`config.mk`:
```
export PLATFORM = sky130hd
export DESIGN_NAME = sdm_bridge_driver
export DESIGN_NICKNAME = d
export VERILOG_FILES = /design/src/rtl/sdm_pkg.sv /design/src/rtl/sdm_sample_hold.sv /design/src/rtl/sdm_modulator.sv /design/src/rtl/sdm_bridge_out.sv /design/src/rtl/sdm_bridge_driver.sv
export SDC_FILE = /design/constraint.sdc
export NUM_CORES = 1
export LEC_CHECK = 0
export ABC_AREA = 1
export BUFFER_PORTS_ARGS = -buffer_cell sky130_fd_sc_hd__buf_2
export CORE_MARGIN = 4
export CORE_UTILIZATION = 54
export CTS_BUF_LIST = sky130_fd_sc_hd__clkbuf_4
export DETAILED_ROUTE_END_ITERATION = 10
export GPL_ROUTABILITY_DRIVEN = 1
export PLACE_DENSITY = 0.85
export SKIP_CTS_REPAIR_TIMING = 1
export SYNTH_ARGS = -nofsm -noshare
export SYNTH_HDL_FRONTEND = slang
export SYNTH_SLANG_ARGS = --single-unit
```
`constraint.sdc`:
```
create_clock -name clk -period 2.5 [get_ports clk]
set_input_delay 0.25 -clock clk [delete_from_list [all_inputs] [get_ports clk]]
set_output_delay 0.25 -clock clk [all_outputs]
set_load 0.02 [all_outputs]
```
`src/rtl/sdm_pkg.sv`:
```
package sdm_pkg;

    localparam int SAMPLE_W = 8;

    typedef struct packed {
        logic pos;
        logic neg;
    } legs_t;

    localparam legs_t LEGS_OFF = '{pos: 1'b0, neg: 1'b0};

    function automatic legs_t bridge_legs(input logic bit_i);
        legs_t l;
        l.pos = bit_i;
        l.neg = ~bit_i;
        return l;
    endfunction

endpackage

```
`src/rtl/sdm_sample_hold.sv`:
```
module sdm_sample_hold #(
    parameter int W = sdm_pkg::SAMPLE_W
) (
    input  logic         clk,
    input  logic         rst,
    input  logic         load,
    input  logic [W-1:0] sample_i,
    output logic [W-1:0] held_o
);

    logic [W-1:0] held_q;

    always_ff @(posedge clk) begin
        if (rst)       held_q <= '0;
        else if (load) held_q <= sample_i;
    end

    assign held_o = held_q;

    // value persists without a strobe
    assert_hold_R4: assert property (@(posedge clk) disable iff (rst)
        !load |=> $stable(held_q));

    // strobe captures the bus value
    assert_capture_R4: assert property (@(posedge clk) disable iff (rst)
        load |=> held_q == $past(sample_i));

endmodule

```
`src/rtl/sdm_modulator.sv`:
```
module sdm_modulator #(
    parameter int W = sdm_pkg::SAMPLE_W
) (
    input  logic         clk,
    input  logic         rst,
    input  logic [W-1:0] held_i,
    output logic         bit_o
);

    localparam logic [W-1:0] MID = {1'b1, {(W-1){1'b0}}};

    logic [W-1:0] acc_q;
    logic [W-1:0] level;
    logic [W:0]   sum;

    always_comb begin
        level = {~held_i[W-1], held_i[W-2:0]};
        sum   = {1'b0, acc_q} + {1'b0, level};
        bit_o = sum[W];
    end

    always_ff @(posedge clk) begin
        if (rst) acc_q <= MID;
        else     acc_q <= sum[W-1:0];
    end

    // a zero sample held for two cycles gives alternating bits
    assert_zero_alternates_R6: assert property (@(posedge clk) disable iff (rst)
        (held_i == '0 && $past(held_i) == '0 && !$past(rst)) |-> bit_o != $past(bit_o));

endmodule

```
`src/rtl/sdm_bridge_out.sv`:
```
module sdm_bridge_out
    import sdm_pkg::*;
(
    input  logic  clk,
    input  logic  rst,
    input  logic  bit_i,
    output legs_t legs_o
);

    legs_t legs_q;

    always_ff @(posedge clk) begin
        if (rst) legs_q <= LEGS_OFF;
        else     legs_q <= bridge_legs(bit_i);
    end

    assign legs_o = legs_q;

    // power-down drives both sides low
    assert_pd_low_R1: assert property (@(posedge clk)
        rst |=> (!legs_q.pos && !legs_q.neg));

    // running output is a complementary pair
    assert_complement_R3: assert property (@(posedge clk) disable iff (rst)
        !rst |=> (legs_q.pos != legs_q.neg));

endmodule

```
`src/rtl/sdm_bridge_driver.sv`:
```
module sdm_bridge_driver #(
    parameter int W = sdm_pkg::SAMPLE_W
) (
    input  logic         clk,
    input  logic         rst,
    input  logic         load,
    input  logic [W-1:0] sample,
    output logic         out_pos,
    output logic         out_neg
);

    sdm_pkg::legs_t legs;
    logic [W-1:0]   held;
    logic           mod_bit;

    sdm_sample_hold #(.W(W)) u_hold (
        .clk      (clk),
        .rst      (rst),
        .load     (load),
        .sample_i (sample),
        .held_o   (held)
    );

    sdm_modulator #(.W(W)) u_mod (
        .clk    (clk),
        .rst    (rst),
        .held_i (held),
        .bit_o  (mod_bit)
    );

    sdm_bridge_out u_out (
        .clk    (clk),
        .rst    (rst),
        .bit_i  (mod_bit),
        .legs_o (legs)
    );

    assign out_pos = legs.pos;
    assign out_neg = legs.neg;

endmodule

```
==> impl_metrics.tcl <==
set metrics [dict create \
    synthTopCellsByArea "dfxtp_1 (40%), nor2_1 (13%), ha_1 (11%), nand2_1 (9.7%), inv_1 (5.5%)" \
    track_usage 0.161 \
    layout_common_cells "nor2_1 (31), nand2_1 (23), dfxtp_1 (18), inv_1 (13), buf_2 (12)" \
    synth-seq-cells 18 \
    drive_gt1_frac 0.131 \
    nets 158 \
    start_kind "flop" \
    globalRouteOverflowTotal 0 \
    post-route-drc-count 0 \
    comb_power_share 0.244 \
    synth_nets 142 \
    syn_area_per_cell_um2 7.32 \
    outcome "complete, no violations" \
    fin_setup_tns_ns 0 \
    crit_required_ns 2.74 \
    synth_adder_area_share 0.134 \
    grt_start_max_net_pins 15 \
    sw_frac_of_total 0.305 \
    gp_congestion 0.784 \
    fmax_ghz 0.657 \
    antenna_found_initial 0 \
    avgRoutedWirePerCell_um 10.7 \
    fin_crit_ns 1.52 \
    crit_fanout 4 \
    synth_cell_type_count 16 \
    synth_top_area_frac 0.403 \
    p_seq_frac 0.524 \
    leakagePower_uw 0.000522 \
    p_sw_uw 193 \
    worst_pin_slew_ns 0.385 \
    finalSetupViolCount 0 \
    finalCritPeriodShare 0.609 \
    clockRootBuffer "clkbuf_4" \
    synth_compound_area_frac 0.0868 \
    die_w_um 48.7 \
    clock_skew_ns 0.00189 \
    drt-initial-drc-count 8 \
    yosysTopAreaCell "dfxtp_1" \
    clock_tree.htree_level_count 1 \
    die_h_um 48.7 \
    syn_area_um2 893 \
    grt_pass1_wl_um 3040 \
    vias 752 \
    start_util 0.580 \
    cp_data_arrival_time_ns 1.76 \
    multi_input_area_um2 467 \
    cts_buffer_depth 2 \
    rows 14 \
    ios 13 \
    clk_pin_slew_worst_paths_ns 0.10 \
    core-area_um2 1540 \
    synth.yosys.seq_area_share 0.403 \
    maxSlewHeadroom 0.743 \
    drv_cap 0 \
    final_util 0.640 \
    synth_top_family_by_area "simple AND/OR/NAND/NOR gates" \
    die_area_um2 2370 \
    slew_viol_final 0 \
    synthMuxAreaShare 0 \
    dp_hpwl_um 1260 \
    crit_type "flop to flop" \
    seqCellArea_um2 360 \
    finalHoldViolCount 0 \
    rsz0062_at_grt "no" \
    hold_class "input port to flop" \
    power_density_nw_per_um2 640 \
    final_common_cell "nor2_1" \
    numCtsBuffers 3 \
    internal_power_uw 439 \
    dr.pass1.iters 2 \
    ant_nets 0 \
    peakVddDrop_mv 0.416 \
    synthXorXnorAreaFrac 0 \
    yosys.area_share.simple 0.301 \
    grt_pass1_vias 783 \
    yosysWarnings 0 \
    cts_num_sinks 18 \
    end_kind "flop" \
    drt_wl_total_um 1640 \
    insertion_delay_ns 0.29 \
    vias_per_cell 4.92 \
    cts_tree "done" \
    io_buffer_count 12 \
    antenna_cells 0 \
    syn2layout_area_growth_pct 10.4 \
    synth_cells 122 \
    fillers 130 \
    pwr-share-clk 0.232 \
]
[metal layers]
metal / vias up / share of wire / global-route usage
met4: 0 / 0.019 / 0.0942
met1: 325 / 0.48 / 0.186
met5: - / 0 / 0
met2: 7 / 0.48 / 0.267
li1: 416 / - / -
met3: 4 / 0.024 / 0.0368
[worst max-delay path: stages (launching register included)]
cell     delay (ns)
dfxtp_1        0.33
ha_1           0.22
fa_1           0.39
nand2_1        0.10
nand2_1        0.10
nand3_1        0.09
nand2_1        0.06
nand2_1        0.06
nand2_1        0.04
nor2_1         0.09
[final timing paths]
path,startpoint,endpoint,slack (ns),cells past startpoint
worst max-delay path,u_hold.held_o[0]$_SDFFE_PP0P_,u_mod.acc_q[6]$_SDFF_PP0_,0.98,9
worst min-delay path,rst,u_out.legs_o[0]$_SDFF_PP0_,0.15,2
worst max register to register,u_hold.held_o[0]$_SDFFE_PP0P_,u_mod.acc_q[6]$_SDFF_PP0_,0.98,9
worst min register to register,u_hold.held_o[7]$_SDFFE_PP0P_,u_hold.held_o[7]$_SDFFE_PP0P_,0.47,2
[power groups by stage]
| stage | logic (uW) | registers, uW | clock network (uW) |
|---|---|---|---|
| global placement | 149 | 336 | 0 |
| detailed placement | 153 | 338 | 0 |
| floorplan | 114 | 340 | 0 |
| CTS | 155 | 331 | 154 |
| finish | 154 | 331 | 146 |
| global route | 182 | 334 | 174 |
[area by class of cell]
type / instances / area share
clock buffer: 3 / 0.0228
clock inverter: 1 / 0.00381
inverter: 14 / 0.0533
multi-input combinational: 89 / 0.473
sequential: 18 / 0.365
tap: 16 / 0.0203
timing repair buffer: 12 / 0.0609
[cell usage after synthesis]
library cell	n
fa_1	1
a21oi_1	6
o21bai_1	1
and2_4	1
ha_1	8
nand2_2	1
nand2_1	23
nand3_1	7
or2_4	1
dfxtp_1	18
nor2_1	31
clkbuf_8	1
clkinv_1	1
o21ai_0	8
inv_1	13
nand3b_1	1
[stage by stage]
stage	total power (uW)	hold WS, ns	worst slack [ns]	cells	area, um^2
global placement	485	0.459	1.05	149	960
detailed placement	491	0.465	1.01	149	960
floorplan	454	0.319	1.10	122	893
CTS	640	0.139	0.978	153	986
finish	631	0.153	0.978	153	986
global route	690	0.130	0.786	153	986
[state kept, by name, indices dropped and copies added (netlist names)]
register	cells
u_mod.acc_q	8
u_hold.held_o	8
u_out.legs_o	2
[cell families after synthesis]
logic type,count (synthesis)
buffers and inverters,15
AO/OA/AOI/OAI,15
flip-flops,18
adder cells (fa/ha/maj),9
AND/OR/NAND/NOR,65
Note: power is estimated with default switching activity, not from simulation.
